<file path="config.mk">
export PLATFORM = sky130hd
export DESIGN_NAME = pkt_phase_seq
export DESIGN_NICKNAME = d
export VERILOG_FILES = /design/src/rtl/pkt_phase_pkg.sv /design/src/rtl/pkt_phase_decode.sv /design/src/rtl/pkt_chunk_calc.sv /design/src/rtl/pkt_settle_timer.sv /design/src/rtl/pkt_phase_seq.sv
export SDC_FILE = /design/constraint.sdc
export NUM_CORES = 1
export LEC_CHECK = 0
export BUFFER_PORTS_ARGS = -buffer_cell sky130_fd_sc_hd__buf_2
export CAP_MARGIN = 20
export CORE_MARGIN = 3
export CORE_UTILIZATION = 35
export DETAILED_ROUTE_END_ITERATION = 16
export PLACE_DENSITY = 0.53
export SLEW_MARGIN = 10
export SYNTH_ARGS = -nofsm -noshare
export SYNTH_HDL_FRONTEND = slang
export SYNTH_SLANG_ARGS = --single-unit
</file>
<file path="constraint.sdc">
create_clock -name clk -period 8.4 [get_ports clk]
set_input_delay 1.68 -clock clk [delete_from_list [all_inputs] [get_ports clk]]
set_output_delay 1.68 -clock clk [all_outputs]
set_load 0.05 [all_outputs]
</file>
<file path="src/rtl/pkt_phase_pkg.sv">
package pkt_phase_pkg;

    typedef enum logic [2:0] {
        PH_CMD_OUT,
        PH_DATA_OUT,
        PH_DATA_IN,
        PH_END_DRQ,
        PH_END,
        PH_ABORT,
        PH_BAD
    } phase_e;

    typedef enum logic [1:0] {
        RES_OK    = 2'd0,
        RES_DEV   = 2'd1,
        RES_DIR   = 2'd2,
        RES_PHASE = 2'd3
    } res_e;

    localparam logic [1:0] DIR_RD = 2'd1;
    localparam logic [1:0] DIR_WR = 2'd2;

    localparam logic [2:0] A_DATA = 3'd0;
    localparam logic [2:0] A_ERR  = 3'd1;
    localparam logic [2:0] A_RSN  = 3'd2;
    localparam logic [2:0] A_BCL  = 3'd4;
    localparam logic [2:0] A_BCH  = 3'd5;
    localparam logic [2:0] A_STAT = 3'd7;

    localparam int ST_ERR = 0;
    localparam int ST_DRQ = 3;
    localparam int ST_DF  = 5;
    localparam int RS_COD = 0;
    localparam int RS_IO  = 1;

    typedef enum logic [4:0] {
        S_IDLE,
        S_WAIT,
        S_RD_STAT,
        S_RD_RSN,
        S_RD_BCL,
        S_RD_BCH,
        S_LATCH_LEN,
        S_DISPATCH,
        S_SETTLE,
        S_PKT,
        S_XIN_REQ,
        S_XIN_CAP,
        S_XOUT,
        S_CHUNK_END,
        S_RD_ERR,
        S_CAP_ERR,
        S_FINISH
    } seq_state_e;

endpackage

</file>
<file path="src/rtl/pkt_phase_decode.sv">
module pkt_phase_decode
    import pkt_phase_pkg::*;
(
    input  logic   drq,
    input  logic   io,
    input  logic   cod,
    output phase_e phase
);
    logic [3:0] code;

    assign code = {drq, 1'b0, io, cod};

    always_comb begin
        unique case (code)
            4'h9:    phase = PH_CMD_OUT;
            4'h8:    phase = PH_DATA_OUT;
            4'hA:    phase = PH_DATA_IN;
            4'hB:    phase = PH_END_DRQ;
            4'h3:    phase = PH_END;
            4'h1:    phase = PH_ABORT;
            default: phase = PH_BAD;
        endcase
    end
endmodule

</file>
<file path="src/rtl/pkt_chunk_calc.sv">
module pkt_chunk_calc #(
    parameter int BC_W = 16
) (
    input  logic [BC_W-1:0] total,
    input  logic [BC_W-1:0] done,
    input  logic [BC_W-1:0] chunk,
    input  logic [BC_W-1:0] len,
    output logic [BC_W-1:0] use_words,
    output logic [BC_W-1:0] all_words,
    output logic [BC_W-1:0] next_done,
    output logic [BC_W-1:0] next_chunk
);
    logic [BC_W-1:0] eff;
    logic [BC_W-1:0] rem;

    always_comb begin
        eff        = (len < chunk) ? len : chunk;
        use_words  = eff >> 1;
        all_words  = len >> 1;
        next_done  = done + len;
        rem        = (total > next_done) ? (total - next_done) : '0;
        next_chunk = (rem < chunk) ? rem : chunk;
    end
endmodule

</file>
<file path="src/rtl/pkt_settle_timer.sv">
module pkt_settle_timer #(
    parameter int SETTLE_CYCLES = 2000
) (
    input  logic clk,
    input  logic rst_n,
    input  logic load,
    input  logic run,
    output logic expired
);
    localparam int CW = $clog2(SETTLE_CYCLES + 1);
    localparam logic [CW-1:0] LOAD_VAL = CW'(SETTLE_CYCLES);

    logic [CW-1:0] cnt_q;

    always_ff @(posedge clk or negedge rst_n) begin
        if (!rst_n) begin
            cnt_q <= '0;
        end else if (load) begin
            cnt_q <= LOAD_VAL;
        end else if (run && cnt_q != '0) begin
            cnt_q <= cnt_q - 1'b1;
        end
    end

    assign expired = run && (cnt_q <= CW'(1));
endmodule

</file>
<file path="src/rtl/pkt_phase_seq.sv">
module pkt_phase_seq
    import pkt_phase_pkg::*;
#(
    parameter int BC_W            = 16,
    parameter int DW              = 16,
    parameter int PKT_WORDS_MAX   = 8,
    parameter int PKT_WORDS_SHORT = 6,
    parameter int SETTLE_CYCLES   = 2000
) (
    input  logic                        clk,
    input  logic                        rst_n,
    input  logic                        start,
    input  logic [1:0]                  req_dir,
    input  logic [BC_W-1:0]             req_total,
    input  logic [BC_W-1:0]             req_chunk,
    input  logic                        req_pkt12,
    input  logic [DW*PKT_WORDS_MAX-1:0] pkt_data,
    input  logic                        irq,
    output logic [2:0]                  reg_addr,
    output logic                        reg_rd,
    output logic                        reg_wr,
    output logic [DW-1:0]               reg_wdata,
    input  logic [DW-1:0]               reg_rdata,
    output logic [BC_W-1:0]             buf_addr,
    output logic                        buf_rd,
    input  logic [DW-1:0]               buf_rdata,
    output logic                        buf_wr,
    output logic [DW-1:0]               buf_wdata,
    output logic                        busy,
    output logic                        cmd_done,
    output logic [1:0]                  res_code,
    output logic [7:0]                  res_err,
    output logic [BC_W-1:0]             done_bytes
);
    localparam int PKT_W     = DW * PKT_WORDS_MAX;
    localparam int PKT_IDX_W = $clog2(PKT_WORDS_MAX);

    seq_state_e state_q, state_d;

    logic [1:0]       dir_q;
    logic [BC_W-1:0]  total_q, chunk_q, done_q, len_q, wcnt_q;
    logic             pkt12_q;
    logic [PKT_W-1:0] pkt_q;
    logic             drq_q, io_q, cod_q, st_err_q, st_df_q;
    logic [7:0]       bcl_q, err_q;
    logic             end_drq_q, force_err_q;
    res_e             res_q;

    phase_e           phase;
    logic [BC_W-1:0]  use_words, all_words, next_done, next_chunk;
    logic [BC_W-1:0]  pkt_words;
    logic             is_rd, is_wr, fault, real_word;
    logic             settle_load, settle_run, settle_done;
    logic [PKT_IDX_W-1:0] pidx;

    pkt_phase_decode u_dec (
        .drq   (drq_q),
        .io    (io_q),
        .cod   (cod_q),
        .phase (phase)
    );

    pkt_chunk_calc #(.BC_W(BC_W)) u_calc (
        .total      (total_q),
        .done       (done_q),
        .chunk      (chunk_q),
        .len        (len_q),
        .use_words  (use_words),
        .all_words  (all_words),
        .next_done  (next_done),
        .next_chunk (next_chunk)
    );

    pkt_settle_timer #(.SETTLE_CYCLES(SETTLE_CYCLES)) u_settle (
        .clk     (clk),
        .rst_n   (rst_n),
        .load    (settle_load),
        .run     (settle_run),
        .expired (settle_done)
    );

    assign is_rd       = (dir_q == DIR_RD);
    assign is_wr       = (dir_q == DIR_WR);
    assign fault       = st_err_q | st_df_q | force_err_q;
    assign pkt_words   = pkt12_q ? BC_W'(PKT_WORDS_SHORT) : BC_W'(PKT_WORDS_MAX);
    assign real_word   = (wcnt_q < use_words);
    assign pidx        = wcnt_q[PKT_IDX_W-1:0];
    assign settle_load = (state_q == S_DISPATCH);
    assign settle_run  = (state_q == S_SETTLE);

    // State register
    always_ff @(posedge clk or negedge rst_n) begin
        if (!rst_n) state_q <= S_IDLE;
        else        state_q <= state_d;
    end

    // Next-state logic
    always_comb begin
        state_d = state_q;
        unique case (state_q)
            S_IDLE:      if (start) state_d = S_WAIT;
            S_WAIT:      if (irq) state_d = S_RD_STAT;
            S_RD_STAT:   state_d = S_RD_RSN;
            S_RD_RSN:    state_d = S_RD_BCL;
            S_RD_BCL:    state_d = S_RD_BCH;
            S_RD_BCH:    state_d = S_LATCH_LEN;
            S_LATCH_LEN: state_d = S_DISPATCH;
            S_DISPATCH: begin
                unique case (phase)
                    PH_CMD_OUT:  state_d = S_SETTLE;
                    PH_DATA_OUT: state_d = is_rd ? S_FINISH
                                         : (all_words == '0 ? S_CHUNK_END : S_XOUT);
                    PH_DATA_IN:  state_d = is_wr ? S_FINISH
                                         : (all_words == '0 ? S_CHUNK_END : S_XIN_REQ);
                    PH_END_DRQ: begin
                        if (all_words == '0 && (is_rd || is_wr)) state_d = S_CHUNK_END;
                        else if (is_rd)                          state_d = S_XIN_REQ;
                        else if (is_wr)                          state_d = S_XOUT;
                        else                                     state_d = S_RD_ERR;
                    end
                    PH_END, PH_ABORT: state_d = fault ? S_RD_ERR : S_FINISH;
                    default:     state_d = S_FINISH;
                endcase
            end
            S_SETTLE:    if (settle_done) state_d = S_PKT;
            S_PKT:       if (wcnt_q == pkt_words - 1'b1) state_d = S_WAIT;
            S_XIN_REQ:   state_d = S_XIN_CAP;
            S_XIN_CAP:   state_d = (wcnt_q == all_words - 1'b1) ? S_CHUNK_END : S_XIN_REQ;
            S_XOUT:      if (wcnt_q == all_words - 1'b1) state_d = S_CHUNK_END;
            S_CHUNK_END: begin
                if (!end_drq_q) state_d = S_WAIT;
                else if (fault) state_d = S_RD_ERR;
                else            state_d = S_FINISH;
            end
            S_RD_ERR:    state_d = S_CAP_ERR;
            S_CAP_ERR:   state_d = S_FINISH;
            S_FINISH:    state_d = S_IDLE;
            default:     state_d = S_IDLE;
        endcase
    end

    // Request and datapath registers
    always_ff @(posedge clk or negedge rst_n) begin
        if (!rst_n) begin
            dir_q       <= '0;
            total_q     <= '0;
            chunk_q     <= '0;
            done_q      <= '0;
            len_q       <= '0;
            wcnt_q      <= '0;
            pkt12_q     <= 1'b0;
            pkt_q       <= '0;
            drq_q       <= 1'b0;
            io_q        <= 1'b0;
            cod_q       <= 1'b0;
            st_err_q    <= 1'b0;
            st_df_q     <= 1'b0;
            bcl_q       <= '0;
            err_q       <= '0;
            end_drq_q   <= 1'b0;
            force_err_q <= 1'b0;
            res_q       <= RES_OK;
        end else begin
            unique case (state_q)
                S_IDLE: if (start) begin
                    dir_q       <= req_dir;
                    total_q     <= req_total;
                    chunk_q     <= req_chunk;
                    pkt12_q     <= req_pkt12;
                    pkt_q       <= pkt_data;
                    done_q      <= '0;
                    err_q       <= '0;
                    end_drq_q   <= 1'b0;
                    force_err_q <= 1'b0;
                    res_q       <= RES_OK;
                end
                S_RD_RSN: begin
                    drq_q    <= reg_rdata[ST_DRQ];
                    st_err_q <= reg_rdata[ST_ERR];
                    st_df_q  <= reg_rdata[ST_DF];
                end
                S_RD_BCL: begin
                    io_q  <= reg_rdata[RS_IO];
                    cod_q <= reg_rdata[RS_COD];
                end
                S_RD_BCH:    bcl_q <= reg_rdata[7:0];
                S_LATCH_LEN: len_q <= {{(BC_W-16){1'b0}}, reg_rdata[7:0], bcl_q};
                S_DISPATCH: begin
                    wcnt_q      <= '0;
                    end_drq_q   <= (phase == PH_END_DRQ);
                    force_err_q <= (phase == PH_END_DRQ) && !is_rd && !is_wr;
                    if ((phase == PH_DATA_OUT && is_rd) || (phase == PH_DATA_IN && is_wr))
                        res_q <= RES_DIR;
                    else if (phase == PH_BAD)
                        res_q <= RES_PHASE;
                end
                S_PKT, S_XIN_CAP, S_XOUT: wcnt_q <= wcnt_q + 1'b1;
                S_CHUNK_END: begin
                    done_q  <= next_done;
                    chunk_q <= next_chunk;
                end
                S_CAP_ERR: begin
                    err_q <= reg_rdata[7:0];
                    res_q <= RES_DEV;
                end
                default: ;
            endcase
        end
    end

    // Outputs
    always_comb begin
        reg_addr  = A_DATA;
        reg_rd    = 1'b0;
        reg_wr    = 1'b0;
        reg_wdata = '0;
        buf_rd    = 1'b0;
        buf_wr    = 1'b0;
        buf_wdata = '0;
        cmd_done  = 1'b0;
        buf_addr  = (done_q >> 1) + wcnt_q;
        unique case (state_q)
            S_RD_STAT: begin reg_rd = 1'b1; reg_addr = A_STAT; end
            S_RD_RSN:  begin reg_rd = 1'b1; reg_addr = A_RSN;  end
            S_RD_BCL:  begin reg_rd = 1'b1; reg_addr = A_BCL;  end
            S_RD_BCH:  begin reg_rd = 1'b1; reg_addr = A_BCH;  end
            S_PKT: begin
                reg_wr    = 1'b1;
                reg_wdata = pkt_q[pidx*DW +: DW];
            end
            S_XIN_REQ: reg_rd = 1'b1;
            S_XIN_CAP: begin
                buf_wr    = real_word;
                buf_wdata = reg_rdata;
            end
            S_XOUT: begin
                reg_wr    = 1'b1;
                buf_rd    = real_word;
                reg_wdata = real_word ? buf_rdata : '0;
            end
            S_RD_ERR:  begin reg_rd = 1'b1; reg_addr = A_ERR; end
            S_FINISH:  cmd_done = 1'b1;
            default: ;
        endcase
    end

    assign busy       = (state_q != S_IDLE);
    assign res_code   = res_q;
    assign res_err    = err_q;
    assign done_bytes = done_q;

endmodule

</file>
# Word level (Yosys, flattened, before mapping)
# Index checks and enable logic that the tools add are counted.
# classes
add_sub_neg	7
magnitude_cmp	5
n_eq_ne	39
shift	1
muxes	47
bitwise_logic	2
reduce_logical	33
# op_table
op	n
16-bit case mux with 2 select lines	4
128-bit by 8-bit indexed part select with 16-bit output	1
16-bit two-way mux	7
5-bit case mux with 16 select lines	1
5-bit two-way mux	9
5-bit by 4-bit == test with 1-bit output, second input constant	8
16-bit == test	2
16-bit less-than comparator	2
5-bit case mux with 5 select lines	1
11-bit two-way mux	2
3-bit == test, second input constant	7
5-bit by 3-bit == test with 1-bit output, second input constant	4
3-bit case mux with 6 select lines	1
15-bit by 16-bit adder with 16-bit output	1
16-bit by 1-bit adder with 16-bit output, second input constant	1
16-bit adder	1
16-bit greater-than comparator	1
16-bit zero test	1
16-bit by 15-bit less-than comparator with 1-bit output	1
8-bit case mux with 2 select lines	1
15-bit by 1-bit subtractor with 16-bit output, second input constant	1
16-bit subtractor	1
3-bit case mux with 5 select lines	1
3-bit two-way mux	4
other kinds (35)	71
# totals
ff_bits	252
input_bits	199

# Logic depth before layout (Yosys ltp)
# logic_depth
word_depth	7
ltp_mapped	26
depth_no_buf	23

# By module
# A second synthesis with hierarchy kept.
# hier_totals
hier_cells	1879
hier_area_um2	16351.9
# by_module_without_submodules
module	instances	cells_each	area_each_um2	seq_area_each_um2
pkt_phase_seq	1	1430	12769.7	6030.8
pkt_chunk_calc	1	368	2805.2	0.0
pkt_settle_timer	1	75	739.5	275.3
pkt_phase_decode	1	6	37.5	0.0

# Worst setup path after synthesis
# OpenSTA, ideal clock, no wires.
# synth_timing
kind	reg2out
from	reg len_q[9]
to	out reg_wdata[10]
arrival_time_ps	4928
slack_ps	1792
path_stages_with_launch	18
path_cell_list	dfrtp_1 > ha_1 > a21oi_1 > o21ai_0 > a211oi_1 > o31ai_2 > clkbuf_1 > mux2i_1 > ha_1 > a21o_1 > a21o_1 > a21o_1 > a21oi_1 > o21ai_0 > a2111oi_0 > a21oi_1 > clkbuf_1 > o22ai_1
# synth_via
elab_chain_len	5
# synth_lines
element	line_no	text
from (decl)	pkt_phase_seq.sv:41	logic [BC_W-1:0] total_q, chunk_q, done_q, len_q, wcnt_q;
from (signal assigned)	pkt_phase_seq.sv:187	S_LATCH_LEN: len_q <= {{(BC_W-16){1'b0}}, reg_rdata[7:0], bcl_q};
16-bit less-than comparator	pkt_chunk_calc.sv:17	eff = (len < chunk) ? len : chunk;
16-bit two-way mux (*)	pkt_chunk_calc.sv:17	
16-bit by 15-bit less-than comparator with 1-bit output (*)	pkt_phase_seq.sv:86	assign real_word = (wcnt_q < use_words);
16-bit two-way mux (*)	pkt_phase_seq.sv:239	reg_wdata = real_word ? buf_rdata : '0;
16-bit case mux with 2 select lines (*)	pkt_phase_seq.sv:222	unique case (state_q)
to (decl)	pkt_phase_seq.sv:22	output logic [DW-1:0] reg_wdata,
# Every way passes the cells marked *; elsewhere a longest branch is shown, timed or not.

# Worst setup path after layout
# layout_timing
from	reg len_q[9]
to	out reg_wdata[8]
# Same word-level chain as after synthesis.

==> impl_metrics.env <==
export IMPL_status="finished, final reports clean"
export IMPL_arrival_ps=5530
export IMPL_tightest_slew_ps=1080
export IMPL_areaGrowthSynthToFinish_pct=19.5
export IMPL_crit_path_max_fanout=18
export IMPL_antenna_found_initial=18
export IMPL_min_period_ps=7210
export IMPL_synth_common_cells="nand2_1 (539), dfrtp_1 (252), ha_1 (97)"
export IMPL_slew_headroom=0.276
export IMPL_utilization=0.427
export IMPL_die_area_um2=46800
export IMPL_yosys_area_top_type="dfrtp_1"
export IMPL_place_hpwl_um=37200
export IMPL_grtUsageTotal=0.212
export IMPL_synthSimpleGateAreaFrac=0.227
export IMPL_netlist_area_um2=15500
export IMPL_postRouteAntennaNets=0
export IMPL_synth_top_family_by_area="simple AND/OR/NAND/NOR gates"
export IMPL_holdCritStartpoint="pkt_q[115]"
export IMPL_drt_first_pass_iters=5
export IMPL_die_w_um=216
export IMPL_syn_num_nets=2049
export IMPL_drive_gt1_frac=0.214
export IMPL_synth_compound_area_frac=0.113
export IMPL_postCtsSetupRepairBufs=0
export IMPL_drc=0
export IMPL_syn_avg_cell_area_um2=8.85
export IMPL_gp_congestion=0.858
export IMPL_cts_tree="done"
export IMPL_initial_utilization=0.357
export IMPL_fin_tns_setup_ps=0
export IMPL_whs_ps=469
export IMPL_critPathKind="flop to output pin"
export IMPL_synth_flop_cell="dfrtp_1"
export IMPL_startpoint_type="flop"
export IMPL_first_global_vias=13500
export IMPL_r2r_start="len_q[1]"
export IMPL_ys_types=61
export IMPL_r2r_setup_slack_ps=1320
export IMPL_num_vias=13500
export IMPL_place_port_buffers=281
export IMPL_hold_violations=0
export IMPL_p_per_area_nw_per_um2=448
export IMPL_wl_per_cell_um=19.3
export IMPL_fin_nets=2296
export IMPL_vias_per_cell=5.18
export IMPL_timing_rr_end="chunk_q[3]"
export IMPL_timing_final_max_slew_violations=0
export IMPL_ys_seq_area_frac=0.407
export IMPL_clk_pin_slew_worst_paths_ps=60
export IMPL_synth_xor_area_share=0.0322
export IMPL_grt_pass1_wl_um=78200
export IMPL_drv_cap=0
export IMPL_r2r_cells=24
export IMPL_grt_setup_unrepaired="no"
export IMPL_synth_area_leaders="dfrtp_1 (41%), nand2_1 (13%), ha_1 (7.8%)"
export IMPL_cp_data_required_time_ps=6720
export IMPL_routed_wl_um=50200
export IMPL_grt_ovfl_total=0
export IMPL_max_clock_freq_ghz=0.139
export IMPL_synth_async_sr_flop_share=1.00
export IMPL_fin_skew_ps=19.0
export IMPL_holdPathStages=2
export IMPL_ios=282
export IMPL_drtIter0Drc=934
export IMPL_netlist_instances=1750
export IMPL_min_to="pkt_q[115]"
export IMPL_grt_max_degree=158
export IMPL_clockBufferDepth=3
export IMPL_cts_resized=0
export IMPL_core_area_um2=43400
export IMPL_endpoint_kind="output pin"
export IMPL_setup_violations=0
export IMPL_hp_class="flop to flop"
export IMPL_clk_latency_ps=590
export IMPL_synth_most_common_cell="nand2_1"
export IMPL_htree_levels=1
export IMPL_cts_buffers_inserted=31
export IMPL_synthMuxAreaShare=0.103
export IMPL_leakage_nw=9.35
export IMPL_yosysWarnings=0
export IMPL_synth_edf_count=0
export IMPL_ir_worst_vdd_v=0.000196
export IMPL_synth_top_cell_area_share=0.407
export IMPL_die_h_um=216
export IMPL_ys_ff_latch=252
export IMPL_ctsHoldBuffers=0
export IMPL_nFillCells=4418
export IMPL_rows=76
export IMPL_finalCritPeriodShare=0.859
export IMPL_synthAdderAreaFrac=0.0822
export IMPL_cts_sinks=252
export IMPL_cts_root_buf="clkbuf_16"
-- per-stage QoR --
stage / setup WS [ps] / total power [mW] / instance area [um2] / instances
3_3_place_gp: 1330 / 6.86 / 17400 / 2548
2_1_floorplan: 1790 / 5.60 / 15500 / 1750
4_1_cts: 1130 / 8.37 / 18500 / 2604
6_report: 1190 / 8.29 / 18500 / 2608
3_5_place_dp: 1310 / 6.90 / 17400 / 2548
5_1_grt: 608 / 9.00 / 18500 / 2606
-- per-layer routing --
layer,vias to the layer above,wire [um],track usage
li1,6565,-,-
met1,6466,22100,0.281
met2,375,23900,0.359
met3,85,2990,0.0468
met4,26,1120,0.0451
met5,-,182,0
-- flip-flops by register name (all words and copies together) (netlist names), 2 cells and up --
signal          count
pkt_q             128
chunk_q            16
done_bytes         16
len_q              16
total_q            16
wcnt_q             16
u_settle.cnt_q     11
bcl_q               8
res_err             8
state_q             5
dir_q               2
res_code            2
-- cell usage in the layout, fill, tap and decap left out, types with 5 or more instances in the layout --
cell / Yosys / routed
nor4_1: 8 / 8
clkbuf_8: 2 / 10
a211o_1: 8 / 8
a21o_1: 22 / 22
nand4_1: 13 / 13
o22ai_1: 19 / 19
a211oi_1: 12 / 12
dfrtp_1: 252 / 250
ha_1: 97 / 97
nand2b_1: 16 / 16
a2111oi_0: 5 / 5
mux4_2: 32 / 32
xor2_1: 19 / 19
a21oi_1: 59 / 57
clkbuf_16: 0 / 31
and2_1: 21 / 21
nor3_1: 42 / 41
buf_2: 4 / 280
inv_1: 46 / 46
o31a_1: 6 / 6
nor2b_1: 13 / 13
buf_4: 1 / 12
or4_1: 8 / 8
nand2_1: 539 / 539
mux2_2: 34 / 34
o21ai_0: 95 / 95
clkinv_2: 0 / 7
and3_1: 10 / 9
mux2i_1: 49 / 49
o211ai_1: 5 / 5
or3_1: 13 / 13
xnor2_1: 38 / 38
a31oi_1: 11 / 11
nand3_1: 48 / 46
nor2_1: 71 / 71
o21a_1: 9 / 9
-- worst max path at each step --
stage                        start             to  slack (ps)  depth (start not counted)
after floorplan           len_q[9]  reg_wdata[10]        1790                         17
after global placement    len_q[1]    chunk_q[15]        1330                         23
after detailed placement  len_q[1]     chunk_q[3]        1310                         23
after CTS                 len_q[1]   reg_wdata[8]        1130                         17
after global routing      len_q[1]     chunk_q[4]         610                         24
final                     len_q[9]   reg_wdata[8]        1190                         17
-- report_power, final --
group / internal (mW) / leakage (nW) / total (mW) / switching [mW]
logic: 1.78 / 5.63 / 4.69 / 2.91
clock network: 0.854 / 0.537 / 1.41 / 0.554
registers: 1.73 / 3.19 / 2.19 / 0.461
total: 4.37 / 9.35 / 8.29 / 3.92
-- critical path, stage by stage, from the launching register on --
cell and delay [ps]:
dfrtp_1 520, ha_1 370, a21oi_1 60, o21ai_0 320
a211oi_1 140, o31ai_2 260, buf_4 310, mux2i_1 230
ha_1 280, a21o_1 160, a21o_1 160, a21o_1 170
a21oi_1 130, o21ai_0 170, a2111oi_0 540, a21oi_2 380
o22ai_1 410, buf_2 340
-- cells by family (layout without fill, tap and decap cells) --
logic type                 after synthesis  in the layout
AOI/OAI and AO/OA                      282            282
buffers and inverters                  127            397
other                                    0              3
and+or+nand+nor                        817            817
muxes                                  115            115
xor gates and xnor gates                57             57
adders and majority gates              100            100
DFF                                    252            252
-- area by class of cell --
cell class	instances	area (um2)	area share
Clock buffer	44	925	0.0500
Sequential cell	252	6310	0.341
Tap cell	585	732	0.0395
Multi-Input combinational cell	1371	8670	0.469
Timing Repair Buffer	295	1540	0.0831
Clock inverter	12	153	0.00825
Inverter	46	173	0.00933
Antenna cell	3	7.51	0.000406
(Power assumes the default switching activity.)
